### config.mk
export PLATFORM = sky130hd
export DESIGN_NAME = f24_alu
export DESIGN_NICKNAME = d
export VERILOG_FILES = /design/src/rtl/f24_pkg.sv /design/src/rtl/f24_classify.sv /design/src/rtl/f24_mul_core.sv /design/src/rtl/f24_order_core.sv /design/src/rtl/f24_alu.sv
export SDC_FILE = /design/constraint.sdc
export NUM_CORES = 1
export LEC_CHECK = 0
export ABC_AREA = 1
export BUFFER_PORTS_ARGS = -buffer_cell sky130_fd_sc_hd__buf_2
export CAP_MARGIN = 25
export CELL_PAD_IN_SITES_DETAIL_PLACEMENT = 0
export CELL_PAD_IN_SITES_GLOBAL_PLACEMENT = 1
export CORE_MARGIN = 4
export CORE_UTILIZATION = 30
export CTS_CLUSTER_SIZE = 8
export DETAILED_ROUTE_END_ITERATION = 16
export GPL_ROUTABILITY_DRIVEN = 0
export GPL_TIMING_DRIVEN = 0
export PLACE_DENSITY_LB_ADDON = 0.1
export SYNTH_ARGS = -nofsm -noshare
export SYNTH_HDL_FRONTEND = slang
export SYNTH_SLANG_ARGS = --single-unit
### constraint.sdc
create_clock -name clk -period 11 [get_ports clk]
set_clock_uncertainty 0.05 [all_clocks]
set_input_delay 0.55 -clock clk [delete_from_list [all_inputs] [get_ports clk]]
set_output_delay 0.55 -clock clk [all_outputs]
set_load 0.02 [all_outputs]
### src/rtl/f24_pkg.sv
package f24_pkg;

    localparam int unsigned F_EXP_W   = 7;
    localparam int unsigned F_MAN_W   = 16;
    localparam int unsigned F_W       = 1 + F_EXP_W + F_MAN_W;
    localparam int unsigned F_BIAS    = (1 << (F_EXP_W - 1)) - 1;
    localparam int unsigned F_EXP_MAX = (1 << F_EXP_W) - 1;
    localparam int unsigned F_SIG_W   = F_MAN_W + 1;
    localparam int unsigned F_PROD_W  = 2 * F_SIG_W;

    typedef enum logic [1:0] {
        OP_MUL = 2'd0,
        OP_MIN = 2'd1,
        OP_MAX = 2'd2,
        OP_CMP = 2'd3
    } f24_op_e;

    typedef enum logic [2:0] {
        CC_EQ  = 3'd0,
        CC_NE  = 3'd1,
        CC_LT  = 3'd2,
        CC_LE  = 3'd3,
        CC_GT  = 3'd4,
        CC_GE  = 3'd5,
        CC_TR6 = 3'd6,
        CC_TR7 = 3'd7
    } f24_cc_e;

    typedef struct packed {
        logic                 sign;
        logic [F_EXP_W-1:0]   exp;
        logic [F_MAN_W-1:0]   man;
        logic                 is_nan;
        logic                 is_inf;
        logic                 is_zero;
        logic                 is_sub;
    } f24_cls_t;

    typedef struct packed {
        logic             valid;
        logic [F_W-1:0]   result;
        logic             flag;
    } f24_state_t;

    localparam logic [F_W-1:0] F_QNAN = {1'b0, {F_EXP_W{1'b1}}, {F_MAN_W{1'b1}}};

    function automatic logic [F_W-1:0] f24_canon(input logic [F_W-1:0] x);
        return (x[F_W-2:0] == '0) ? '0 : x;
    endfunction

endpackage

### src/rtl/f24_classify.sv
module f24_classify
    import f24_pkg::*;
(
    input  logic [F_W-1:0] val,
    output f24_cls_t       cls
);
    logic exp_ones;
    logic exp_zero;
    logic man_zero;

    always_comb begin
        exp_ones    = (val[F_W-2 -: F_EXP_W] == {F_EXP_W{1'b1}});
        exp_zero    = (val[F_W-2 -: F_EXP_W] == '0);
        man_zero    = (val[F_MAN_W-1:0] == '0);
        cls.sign    = val[F_W-1];
        cls.exp     = val[F_W-2 -: F_EXP_W];
        cls.man     = val[F_MAN_W-1:0];
        cls.is_nan  = exp_ones & ~man_zero;
        cls.is_inf  = exp_ones & man_zero;
        cls.is_zero = exp_zero & man_zero;
        cls.is_sub  = exp_zero & ~man_zero;
    end
endmodule

### src/rtl/f24_mul_core.sv
module f24_mul_core
    import f24_pkg::*;
(
    input  f24_cls_t        a_cls,
    input  f24_cls_t        b_cls,
    output logic [F_W-1:0]  prod
);
    logic                  a_flat;
    logic                  b_flat;
    logic                  sgn;
    logic [F_PROD_W-1:0]   raw;
    logic                  norm;
    logic [F_MAN_W-1:0]    man_res;
    int                    e_sum;

    always_comb begin
        a_flat  = a_cls.is_zero | a_cls.is_sub;
        b_flat  = b_cls.is_zero | b_cls.is_sub;
        sgn     = a_cls.sign ^ b_cls.sign;
        raw     = {{F_SIG_W{1'b0}}, 1'b1, a_cls.man} * {{F_SIG_W{1'b0}}, 1'b1, b_cls.man};
        norm    = raw[F_PROD_W-1];
        man_res = norm ? raw[F_PROD_W-2 -: F_MAN_W] : raw[F_PROD_W-3 -: F_MAN_W];
        e_sum   = int'(a_cls.exp) + int'(b_cls.exp) - int'(F_BIAS) + int'(norm);

        if (a_cls.is_nan || b_cls.is_nan) begin
            prod = F_QNAN;
        end else if ((a_cls.is_inf && b_flat) || (b_cls.is_inf && a_flat)) begin
            prod = '0;
        end else if (a_cls.is_inf || b_cls.is_inf) begin
            prod = {sgn, {F_EXP_W{1'b1}}, {F_MAN_W{1'b0}}};
        end else if (a_flat || b_flat) begin
            prod = '0;
        end else if (e_sum >= int'(F_EXP_MAX)) begin
            prod = {sgn, {F_EXP_W{1'b1}}, {F_MAN_W{1'b0}}};
        end else if (e_sum <= 0) begin
            prod = '0;
        end else begin
            prod = {sgn, e_sum[F_EXP_W-1:0], man_res};
        end
    end
endmodule

### src/rtl/f24_order_core.sv
module f24_order_core
    import f24_pkg::*;
(
    input  f24_cls_t a_cls,
    input  f24_cls_t b_cls,
    output logic     unord,
    output logic     lt,
    output logic     eq
);
    logic signed [F_W-1:0] key_a;
    logic signed [F_W-1:0] key_b;

    always_comb begin
        key_a = $signed({1'b0, a_cls.exp, a_cls.man});
        key_b = $signed({1'b0, b_cls.exp, b_cls.man});
        if (a_cls.sign) key_a = -key_a;
        if (b_cls.sign) key_b = -key_b;
        unord = a_cls.is_nan | b_cls.is_nan;
        lt    = ~unord & (key_a < key_b);
        eq    = ~unord & (key_a == key_b);
    end
endmodule

### src/rtl/f24_alu.sv
module f24_alu
    import f24_pkg::*;
(
    input  logic            clk,
    input  logic            rst_n,
    input  logic            in_valid,
    input  logic [1:0]      op_sel,
    input  logic [2:0]      cmp_code,
    input  logic [23:0]     opa,
    input  logic [23:0]     opb,
    output logic            out_valid,
    output logic [23:0]     out_result,
    output logic            out_flag
);
    localparam int unsigned N_OPND = 2;

    logic [F_W-1:0] opnd [N_OPND];
    f24_cls_t       cls  [N_OPND];

    assign opnd[0] = opa;
    assign opnd[1] = opb;

    for (genvar gi = 0; gi < N_OPND; gi++) begin : g_cls
        f24_classify cls_i (
            .val (opnd[gi]),
            .cls (cls[gi])
        );
    end

    logic [F_W-1:0] mul_res;
    logic           unord;
    logic           lt;
    logic           eq;
    logic           gt;

    f24_mul_core mul_i (
        .a_cls (cls[0]),
        .b_cls (cls[1]),
        .prod  (mul_res)
    );

    f24_order_core ord_i (
        .a_cls (cls[0]),
        .b_cls (cls[1]),
        .unord (unord),
        .lt    (lt),
        .eq    (eq)
    );

    f24_state_t st_d;
    f24_state_t st_q;
    f24_op_e    op_e;
    f24_cc_e    cc_e;

    always_comb begin
        op_e = f24_op_e'(op_sel);
        cc_e = f24_cc_e'(cmp_code);
        gt   = ~unord & ~lt & ~eq;
        st_d = '0;
        st_d.valid = in_valid;
        if (in_valid) begin
            unique case (op_e)
                OP_MUL: st_d.result = mul_res;
                OP_MIN: st_d.result = f24_canon(lt ? opa : opb);
                OP_MAX: st_d.result = f24_canon(gt ? opa : opb);
                OP_CMP: begin
                    unique case (cc_e)
                        CC_EQ:   st_d.flag = eq;
                        CC_NE:   st_d.flag = ~eq;
                        CC_LT:   st_d.flag = lt;
                        CC_LE:   st_d.flag = lt | eq;
                        CC_GT:   st_d.flag = gt;
                        CC_GE:   st_d.flag = gt | eq;
                        default: st_d.flag = 1'b1;
                    endcase
                end
                default: st_d.result = '0;
            endcase
        end
    end

    always_ff @(posedge clk) begin
        if (!rst_n) st_q <= '0;
        else        st_q <= st_d;
    end

    assign out_valid  = st_q.valid;
    assign out_result = st_q.result;
    assign out_flag   = st_q.flag;

endmodule

### Word-level counts from Yosys, hierarchy flattened

Cells that the tools add are included.
Widths: inputs -> output; s select.

| word-level totals | value |
|---|---|
| flip-flop bits (word level) | 26 |
| input bits | 56 |
| output and inout bits | 26 |
| logic and storage cells | 77 |

| operators by class | value |
|---|---|
| add/sub/neg operators | 5 |
| multiply operators | 1 |
| $lt $le $gt $ge | 3 |
| equality and inequality tests | 11 |
| muxes and demuxes | 15 |
| bitwise gates (word level) | 23 |
| reduce and logical (&&, ||, !) cells | 16 |

Operators with widths:

| operator | count |
|---|---|
| $mux 24 | 12 |
| $pmux 24 s3 | 1 |
| $neg 23->24 | 2 |
| $logic_not 23->1 | 2 |
| $mul 17x17->34 | 1 |
| $add 32x2->32 | 1 |
| $ge 32x8->1 const B | 1 |
| $le 32x1->1 const B | 1 |
| $logic_not 16->1 | 2 |
| $sub 32x7->32 const B | 1 |
| $eq 24x24->1 | 1 |
| $lt 24x24->1 | 1 |
| $mux 16 | 1 |
| $eq 7x7->1 const B | 2 |
| $logic_not 7->1 | 2 |
| $and 1x1->1 | 12 |
| $add 7x7->8 | 1 |
| $eq 3x2->1 const B | 2 |
| $eq 3x3->1 const B | 2 |
| $pmux 1 s6 | 1 |
| $not 1->1 | 5 |
| $or 1x1->1 | 5 |
| $eq 2x2->1 const B | 2 |
| $logic_or 1x1->1 | 4 |
| 8 further kinds | 9 |

### Depth between registers and ports, before layout

Gate-level depths: netlist of the first run.

| depth | value |
|---|---|
| word-level depth | 13 |
| gate-level depth with buffers | 49 |
| gate-level depth less buffers | 45 |

### Cells and area by module

From an unflattened synthesis of the first run, not the netlist that was laid out.

| unflattened totals | value |
|---|---|
| cells, all modules | 2351 |
| area total of the unflattened synthesis | 15548.7 µm² |

Modules (own cells, without submodules):

| module | times used | cells an instance | area each (µm²) | sequential area each (µm²) |
|---|---|---|---|---|
| f24_mul_core | 1 | 1573 | 11210.8 | 0.0 |
| f24_alu | 1 | 330 | 1871.8 | 520.5 |
| f24_order_core | 1 | 340 | 1860.5 | 0.0 |
| f24_classify | 2 | 54 | 302.8 | 0.0 |

### Worst setup path after synthesis of the first run

Ideal clock, no wire load.

| path | value |
|---|---|
| path kind | input to register |
| start | input port opa[8] |
| end | register st_q (netlist bit out_result[15]) |
| setup time | 0.128 ns |
| arrival time | 7.808 ns |
| required time | 10.822 ns |
| setup slack | 3.014 ns |
| cell stages on the path | 41 |
| path buffers | 4 |
| cell sequence | clkbuf_1 -> clkbuf_1 -> nand2_1 -> fa_1 -> inv_1 -> fa_1 -> fa_1 -> inv_1 -> fa_1 -> inv_1 -> fa_1 -> inv_1 -> fa_1 -> inv_1 -> ha_1 -> nand2_1 -> nor4_1 -> nand4_1 -> [... 5 more ...] -> nand2_1 -> nor2_2 -> nand3_2 -> nor2_1 -> nor2_1 -> ha_1 -> nand4_1 -> nor2_1 -> nand2_1 -> nor2_1 -> nand2_1 -> nor2_2 -> nor2_2 -> buf_4 -> nand3_1 -> nand2_1 -> a21oi_1 -> nor2_1 |

| on the way | value |
|---|---|
| longest elaborated chain between the ends | 13 |
| elaborated cells between the ends (all ways) | 43 |
| those cells by class | add/sub: 2; mul: 1; order compare: 3; eq/ne: 1; mux: 13; bitwise: 14; reduce/logical: 9 |

Ends and longest elaborated chain:

| what | line | text |
|---|---|---|
| from (decl) | f24_alu.sv:9 | `input logic [23:0] opa,` |
| branches (longest 12 deep; another with $mul 17x17->34) | -- |  |
| $pmux 24 s3 * | f24_alu.sv:62 | `unique case (op_e)` |
| to (signal assigned) | f24_alu.sv:84 | `else st_q <= st_d;` |
| to (decl) | f24_alu.sv:51 | `f24_state_t st_q;` |

Mark *: on every way between the ends.
A chain may end at the register's enable or synchronous reset.

### Worst setup path in the final report of the first run

| path | value |
|---|---|
| start | input port opa[5] |
| end | register st_q (netlist bit out_result[15]) |

The elaborated chain is that of the path after synthesis.

==> impl_metrics.toml, run 1 <==
[timing]
max_slew_margin_pct = 32.0
fin_hold_ws_ps = 522
finalMaxSlewViolations = 0
hold_violations = 0
tightestPinTransition_ps = 1020
fmaxAchievable_mhz = 99.0
final.period_utilization_pct = 91.8
tns_ps = 0
final_period_minus_worst_setup_slack_ps = 10100
finalSetupViolations = 0
setup_repair_after_global_routing_missed_its_margin = "false"

[detailed_routing]
ant_nets = 0
remaining_drc_errors = 0
detail_route.wl_per_cell_um = 20.0
detail_route.vias_per_cell = 4.80
detail_route.first_pass.iterations = 5
dr_total_vias = 13586
drt_iter0_markers = 1062
wirelength_mm = 56.7

[setup_path]
critPathMaxFanout = 10
required_ps = 11080
critPathMaxStageDelay_ps = 750
slowest_stage = "sky130_fd_sc_hd__clkbuf_1"
worst_setup_path_startpoint = "opa[5]"
critPathCaptureType = "register"
worst_path_most_repeated_cell = "sky130_fd_sc_hd__nand2_1"
arrival_ps = 10180
timing_worst_setup_path_type = "in2reg"
startpoint_type = "primary input"

[clocking]
cts_tree = "built"
cts_resized = 0
cts_made_buffers = 3
cts.sinks = 26
ctsHoldBuffers = 0
cts_setup_buffers = 0
h-tree-depth = 1
cts.reportedPaths.clkPinSlew_ps = 60
cts-root-buf = "sky130_fd_sc_hd__clkbuf_16"
clock_tree.buffer_depth = 2

[floorplan]
placeableCoreArea_um2 = 47500
core.rowCount = 80
design.portCount = 82
die-height_um = 227
die-width_um = 227
starting_density_pct = 30.3
design.die.area_um2 = 51600

[grt]
grt_max_degree = 16
gr-usage-all-layers_pct = 21.9
via_count_of_the_first_global_routing_pass = 13737
grt-ovfl-total = 0
grt_pass1_wl_mm = 85.6
antenna_found_initial = 1

[place]
area_after_dpl_um2 = 15600
count_of_input_and_output_buffers = 77
hpwl_mm = 48.2

[worst_hold_path]
worstHoldStart = "op_sel[1]"
end_point_of_the_worst_hold_path = "out_flag$_SDFF_PN0_"
hp-class = "in2reg"
min_path_cells = 3

[finish]
syn2layout_area_growth_pct = 8.75
fin_area_um2 = 15700
layout_common_cells = "sky130_fd_sc_hd__nand2_1, sky130_fd_sc_hd__inv_1, sky130_fd_sc_hd__fa_1, sky130_fd_sc_hd__ha_1, sky130_fd_sc_hd__nor2_1"
mostFrequentLayoutCell = "sky130_fd_sc_hd__nand2_1"
fin_nets = 2638
fraction_of_layout_cells_with_a_size_suffix_above_1_pct = 6.36
antenna_cells_inserted = 0

[synth]
synth_top_area_cell = "sky130_fd_sc_hd__fa_1"
synth_nets = 2556
synth_top_area_share_pct = 31.0
post_synth_main_area_contributors = "sky130_fd_sc_hd__fa_1, sky130_fd_sc_hd__nand2_1, sky130_fd_sc_hd__inv_1"
yosys_warnings = 0
ys_async_sr_fraction_pct = 0
synth_enable_flop_cells = 0
ys_ff_latch = 26
netlist_area_um2 = 14400
post_synth.cell_area_avg_um2 = 6.74
synth_sequential_area_ratio_pct = 3.62
synth_cell_type_count = 45
syn-instance-count = 2135
synth-main-ff-cell = "sky130_fd_sc_hd__dfxtp_1"

[flow_run]
max_cap_violations = 0

[run_status]
status = "finished clean"
worst max path at each step:
stage                     slack (ps)                   endpoint
after global placement           580  out_result[15]$_SDFF_PN0_
after detailed placement         610  out_result[15]$_SDFF_PN0_
after CTS                        850  out_result[15]$_SDFF_PN0_
after floorplan                 3010  out_result[15]$_SDFF_PN0_
after global routing             310  out_result[15]$_SDFF_PN0_
final                            900  out_result[15]$_SDFF_PN0_
cell type report:
| class | count | area [µm²] |
|---|---|---|
| Clock inverter | 1 | 30.0 |
| Inverter | 512 | 1920 |
| Timing Repair Buffer | 77 | 385 |
| Sequential cell | 26 | 520 |
| Clock buffer | 3 | 75.1 |
| Buffer | 96 | 437 |
| Fill cell | 5330 | 31900 |
| Multi-Input combinational cell | 1501 | 11500 |
| Tap cell | 615 | 769 |
synth_stat cells, types with 4 or more instances:
cell                       number
sky130_fd_sc_hd__nand2_1      595
sky130_fd_sc_hd__inv_1        511
sky130_fd_sc_hd__fa_1         223
sky130_fd_sc_hd__ha_1         142
sky130_fd_sc_hd__nor2_1       138
sky130_fd_sc_hd__a21oi_1       82
sky130_fd_sc_hd__nand3_1       75
sky130_fd_sc_hd__xor2_1        48
sky130_fd_sc_hd__o21ai_0       41
sky130_fd_sc_hd__nand4_1       39
sky130_fd_sc_hd__clkbuf_1      36
sky130_fd_sc_hd__buf_1         27
sky130_fd_sc_hd__dfxtp_1       26
sky130_fd_sc_hd__buf_2         25
sky130_fd_sc_hd__nor3_1        19
sky130_fd_sc_hd__o22ai_1       16
sky130_fd_sc_hd__xnor2_1        9
sky130_fd_sc_hd__a22o_1         7
sky130_fd_sc_hd__nor2_2         7
sky130_fd_sc_hd__a31oi_1        6
sky130_fd_sc_hd__nor4_1         6
sky130_fd_sc_hd__o21ai_1        6
sky130_fd_sc_hd__nand2_2        5
sky130_fd_sc_hd__nand3b_1       5
sky130_fd_sc_hd__o21bai_1       5
sky130_fd_sc_hd__buf_4          4
sky130_fd_sc_hd__buf_6          4
sky130_fd_sc_hd__nand3_2        4
stage by stage:
stage	instances	utilization, %	setup slack [ps]
3_5_place_dp	2827	32.7	612
4_1_cts	2831	32.9	850
5_1_grt	2831	32.9	307
3_3_place_gp	2827	32.7	582
2_1_floorplan	2135	-	3010
6_report	2831	32.9	903
logic make-up (layout without fill, tap and decap cells):
kind of cell	after synthesis	after routing	synth area share, %
adder cells (fa/ha/maj)	365	365	43.3
buffers and inverters	608	689	16.4
XOR/XNOR	60	60	3.88
flip-flops	26	26	3.62
AO/OA/AOI/OAI	178	178	7.10
AND/OR/NAND/NOR	898	898	25.7
critical path: cells and delay by family:
family / cells / cell delay (ps)
adders and majority gates: 9 / 4120
AOI/OAI and AO/OA: 3 / 740
buffers and inverters: 11 / 2360
and+or+nand+nor: 21 / 2380
routing by layer:
layer  track usage [%]  wire [µm]
met1              33.9      28200
met2              33.5      24200
met3              3.13       3500
met4              2.46        711
met5                 0          0
state kept, by name (all words and copies together) (netlist names):
| name | count |
|---|---|
| out_flag | 1 |
| out_result | 24 |
| out_valid | 1 |
Power of run 1 is not shown: default switching activity piles up to over one toggle a cycle in this logic, so the estimate is an artifact.
==> run 2: changes to the inputs <==
--- a/config.mk
+++ b/config.mk
@@ -10,7 +10,7 @@
 export CAP_MARGIN = 25
 export CELL_PAD_IN_SITES_DETAIL_PLACEMENT = 0
 export CELL_PAD_IN_SITES_GLOBAL_PLACEMENT = 1
-export CORE_MARGIN = 4
+export CORE_MARGIN = 2
 export CORE_UTILIZATION = 30
 export CTS_CLUSTER_SIZE = 8
 export DETAILED_ROUTE_END_ITERATION = 16
==> impl_metrics.toml, run 2 (same netlist as run 1, synthesis figures left out) <==
[run_status]
status = "finished clean"

[detailed_routing]
dr_total_vias = 13574
drt_iter0_markers = 1010
wirelength_mm = 56.6
detail_route.first_pass.iterations = 5
ant_nets = 0
remaining_drc_errors = 0
detail_route.wl_per_cell_um = 20.0
detail_route.vias_per_cell = 4.79

[timing]
finalMaxSlewViolations = 0
hold_violations = 0
finalSetupViolations = 0
max_slew_margin_pct = 32.2
final_period_minus_worst_setup_slack_ps = 10070
fmaxAchievable_mhz = 99.3
fin_hold_ws_ps = 528
setup_repair_after_global_routing_missed_its_margin = "false"
tightestPinTransition_ps = 1020
final.period_utilization_pct = 91.6
tns_ps = 0

[grt]
antenna_found_initial = 0
grt-ovfl-total = 0
grt_pass1_wl_mm = 88.0
grt_max_degree = 16
via_count_of_the_first_global_routing_pass = 14323
gr-usage-all-layers_pct = 23.4

[clocking]
cts-root-buf = "sky130_fd_sc_hd__clkbuf_16"
cts_tree = "built"
cts_setup_buffers = 0
cts_made_buffers = 3
cts_resized = 0
cts.sinks = 26
cts.reportedPaths.clkPinSlew_ps = 60
ctsHoldBuffers = 0
h-tree-depth = 1
clock_tree.buffer_depth = 2

[setup_path]
arrival_ps = 10160
path_buf_inv = 11
critPathCaptureType = "register"
slowest_stage = "sky130_fd_sc_hd__clkbuf_1"
critPathMaxFanout = 10
required_ps = 11080
worst_path_most_repeated_cell = "sky130_fd_sc_hd__nand2_1"
startpoint_type = "primary input"
timing_worst_setup_path_type = "in2reg"
critPathMaxStageDelay_ps = 720
crit_family = "adder cells"

[worst_hold_path]
end_point_of_the_worst_hold_path = "out_flag$_SDFF_PN0_"
min_path_cells = 3
hp-class = "in2reg"
worstHoldStart = "op_sel[1]"

[place]
hpwl_mm = 47.9
count_of_input_and_output_buffers = 77

[flow_run]
max_cap_violations = 0

[finish]
fraction_of_layout_cells_with_a_size_suffix_above_1_pct = 6.36
layout_common_cells = "sky130_fd_sc_hd__nand2_1, sky130_fd_sc_hd__inv_1, sky130_fd_sc_hd__fa_1, sky130_fd_sc_hd__ha_1, sky130_fd_sc_hd__nor2_1"
mostFrequentLayoutCell = "sky130_fd_sc_hd__nand2_1"
fin_nets = 2638
largest_register_ff_count = 24
share_of_the_core_filled_with_cells_in_the_final_layout_pct = 32.9
syn2layout_area_growth_pct = 8.77

[floorplan]
starting_density_pct = 30.3
placeableCoreArea_um2 = 47500
core.rowCount = 80
design.die.area_um2 = 49800
design.portCount = 82
die-width_um = 223
die-height_um = 223
run 2: changes by cell type in the layout (fill, tap and decap cells not counted), sizes merged:
cell	before	now
diode	0	1
run 2: through the flow:
step / setup slack (ps) / cells / cell area (µm²)
after global placement: 590 / 2827 / 15600
after detailed placement: 619 / 2827 / 15600
after CTS: 844 / 2831 / 15700
final: 927 / 2832 / 15700
after global routing: 246 / 2831 / 15700
after floorplan: 3010 / 2135 / 14400
run 2: area by class of cell:
class | count | area [µm²]
Inverter | 512 | 1920
Antenna cell | 1 | 2.50
Buffer | 96 | 437
Tap cell | 615 | 769
Sequential cell | 26 | 520
Multi-Input combinational cell | 1501 | 11500
Clock inverter | 1 | 30.0
Fill cell | 5341 | 31900
Timing Repair Buffer | 77 | 385
Clock buffer | 3 | 75.1
run 2: how the worst max path moves through the flow:
stage                 from                        end  slack [ps]  cells past startpoint
floorplan           opa[8]  out_result[15]$_SDFF_PN0_        3010                     41
global placement    opa[5]  out_result[15]$_SDFF_PN0_         590                     44
detailed placement  opa[5]  out_result[15]$_SDFF_PN0_         620                     44
CTS                 opa[5]  out_result[15]$_SDFF_PN0_         840                     44
global route        opa[5]  out_result[15]$_SDFF_PN0_         250                     45
finish              opa[5]  out_result[15]$_SDFF_PN0_         930                     44
run 2: routing by layer:
metal | up-vias | part of all wire (%) | track usage, %
li1 | 6546 | - | -
met1 | 6626 | 50 | 35.7
met2 | 364 | 43 | 36.2
met3 | 38 | 6.0 | 2.78
met4 | 0 | 1.3 | 2.99
met5 | - | 0 | 0
Power of run 2 is left out for the same reason.
==> run 3: changes to the inputs <==
--- a/config.mk
+++ b/config.mk
@@ -6,14 +6,14 @@
 export NUM_CORES = 1
 export LEC_CHECK = 0
 export ABC_AREA = 1
-export BUFFER_PORTS_ARGS = -buffer_cell sky130_fd_sc_hd__buf_2
 export CAP_MARGIN = 25
 export CELL_PAD_IN_SITES_DETAIL_PLACEMENT = 0
 export CELL_PAD_IN_SITES_GLOBAL_PLACEMENT = 1
 export CORE_MARGIN = 2
-export CORE_UTILIZATION = 30
+export CORE_UTILIZATION = 45
 export CTS_CLUSTER_SIZE = 8
 export DETAILED_ROUTE_END_ITERATION = 16
+export DONT_BUFFER_PORTS = 1
 export GPL_ROUTABILITY_DRIVEN = 0
 export GPL_TIMING_DRIVEN = 0
 export PLACE_DENSITY_LB_ADDON = 0.1
==> impl_metrics.toml, run 3 (same netlist as run 1, synthesis figures left out) <==
[finish]
mostFrequentLayoutCell = "sky130_fd_sc_hd__nand2_1"
fraction_of_layout_cells_with_a_size_suffix_above_1_pct = 2.99
fin_area_um2 = 15000
fin_nets = 2561
share_of_the_core_filled_with_cells_in_the_final_layout_pct = 47.5
syn2layout_area_growth_pct = 4.11
antenna_cells_inserted = 0
largest_register_ff_count = 24
layout_common_cells = "sky130_fd_sc_hd__nand2_1, sky130_fd_sc_hd__inv_1, sky130_fd_sc_hd__fa_1, sky130_fd_sc_hd__ha_1, sky130_fd_sc_hd__nor2_1"

[timing]
max_slew_margin_pct = 39.2
tightestPinTransition_ps = 911
tns_ps = 0
final_period_minus_worst_setup_slack_ps = 9670
setup_repair_after_global_routing_missed_its_margin = "false"
hold_violations = 0
finalSetupViolations = 0
final.period_utilization_pct = 87.9
finalWorstSetupSlack_ps = 1330
finalMaxSlewViolations = 0
fmaxAchievable_mhz = 103

[setup_path]
critPathCaptureType = "register"
timing_worst_setup_path_type = "in2reg"
critPathMaxFanout = 10
required_ps = 11080
worst_path_most_repeated_cell = "sky130_fd_sc_hd__nand2_1"
critPathMaxStageDelay_ps = 720
startpoint_type = "primary input"
arrival_ps = 9750
slowest_stage = "sky130_fd_sc_hd__clkbuf_1"

[clocking]
cts.reportedPaths.clkPinSlew_ps = 60
cts-root-buf = "sky130_fd_sc_hd__clkbuf_16"
clock_tree.buffer_depth = 2
cts.sinks = 26
ctsHoldBuffers = 0
h-tree-depth = 1
cts_made_buffers = 3
cts_resized = 0
cts_setup_buffers = 0
cts_tree = "built"

[floorplan]
placeableCoreArea_um2 = 31600
starting_density_pct = 45.6
design.die.area_um2 = 33400
die-width_um = 183
die-height_um = 183
design.portCount = 82
core.rowCount = 65

[detailed_routing]
detail_route.first_pass.iterations = 5
wirelength_mm = 49.1
drt_iter0_markers = 947
detail_route.wl_per_cell_um = 19.3
ant_nets = 0
remaining_drc_errors = 0
detail_route.vias_per_cell = 5.26
dr_total_vias = 13378

[grt]
gr-usage-all-layers_pct = 30.4
antenna_found_initial = 0
via_count_of_the_first_global_routing_pass = 13403
grt_pass1_wl_mm = 77.7
grt_max_degree = 15
grt-ovfl-total = 0

[place]
hpwl_mm = 41.2
count_of_input_and_output_buffers = 0
post-place-ws_ps = 1100
area_after_dpl_um2 = 14900

[run_status]
status = "finished clean"

[worst_hold_path]
hp-class = "in2reg"

[flow_run]
max_cap_violations = 0
==> run 3: cell count changes in the layout (fill, tap and decap cells not counted), sizes merged <==
cell / previous run / this run
bufinv: 1 / 0
buf: 137 / 60
clkbuf: 39 / 40
diode: 1 / 0
==> run 3: cell type report <==
type / instances / area [µm²]
Inverter: 512 / 1920
Tap cell: 402 / 503
Clock buffer: 4 / 88.8
Sequential cell: 26 / 520
Buffer: 96 / 437
Fill cell: 3340 / 16600
Multi-Input combinational cell: 1501 / 11500
==> run 3: critical path, delay by kind of cell <==
family | cells | cell delay (ps)
adder cells (fa/ha/maj) | 9 | 4030
AND/OR/NAND/NOR | 21 | 2120
AO/OA/AOI/OAI | 4 | 890
buffers and inverters | 10 | 2120
==> run 3: final timing paths <==
| path | cells past startpoint | start | endpoint |
|---|---|---|---|
| worst max-delay path | 44 | opa[5] | out_result[5]$_SDFF_PN0_ |
| worst min-delay path | 2 | op_sel[0] | out_flag$_SDFF_PN0_ |
==> run 3: stage by stage <==
| step | cells | hold slack (ps) |
|---|---|---|
| global route | 2541 | 390 |
| CTS | 2541 | 383 |
| finish | 2541 | 383 |
| global placement | 2537 | 657 |
| floorplan | 2135 | 642 |
| detailed placement | 2537 | 659 |
==> run 3: per-layer routing <==
layer | share of wire, % | track usage [%] | wire length (µm)
met1 | 47 | 45.5 | 23200
met2 | 42 | 45.2 | 20700
met3 | 9.5 | 7.96 | 4670
met4 | 1.1 | 3.81 | 539
met5 | 0 | 0 | 0
Power of run 3 is left out for the same reason.
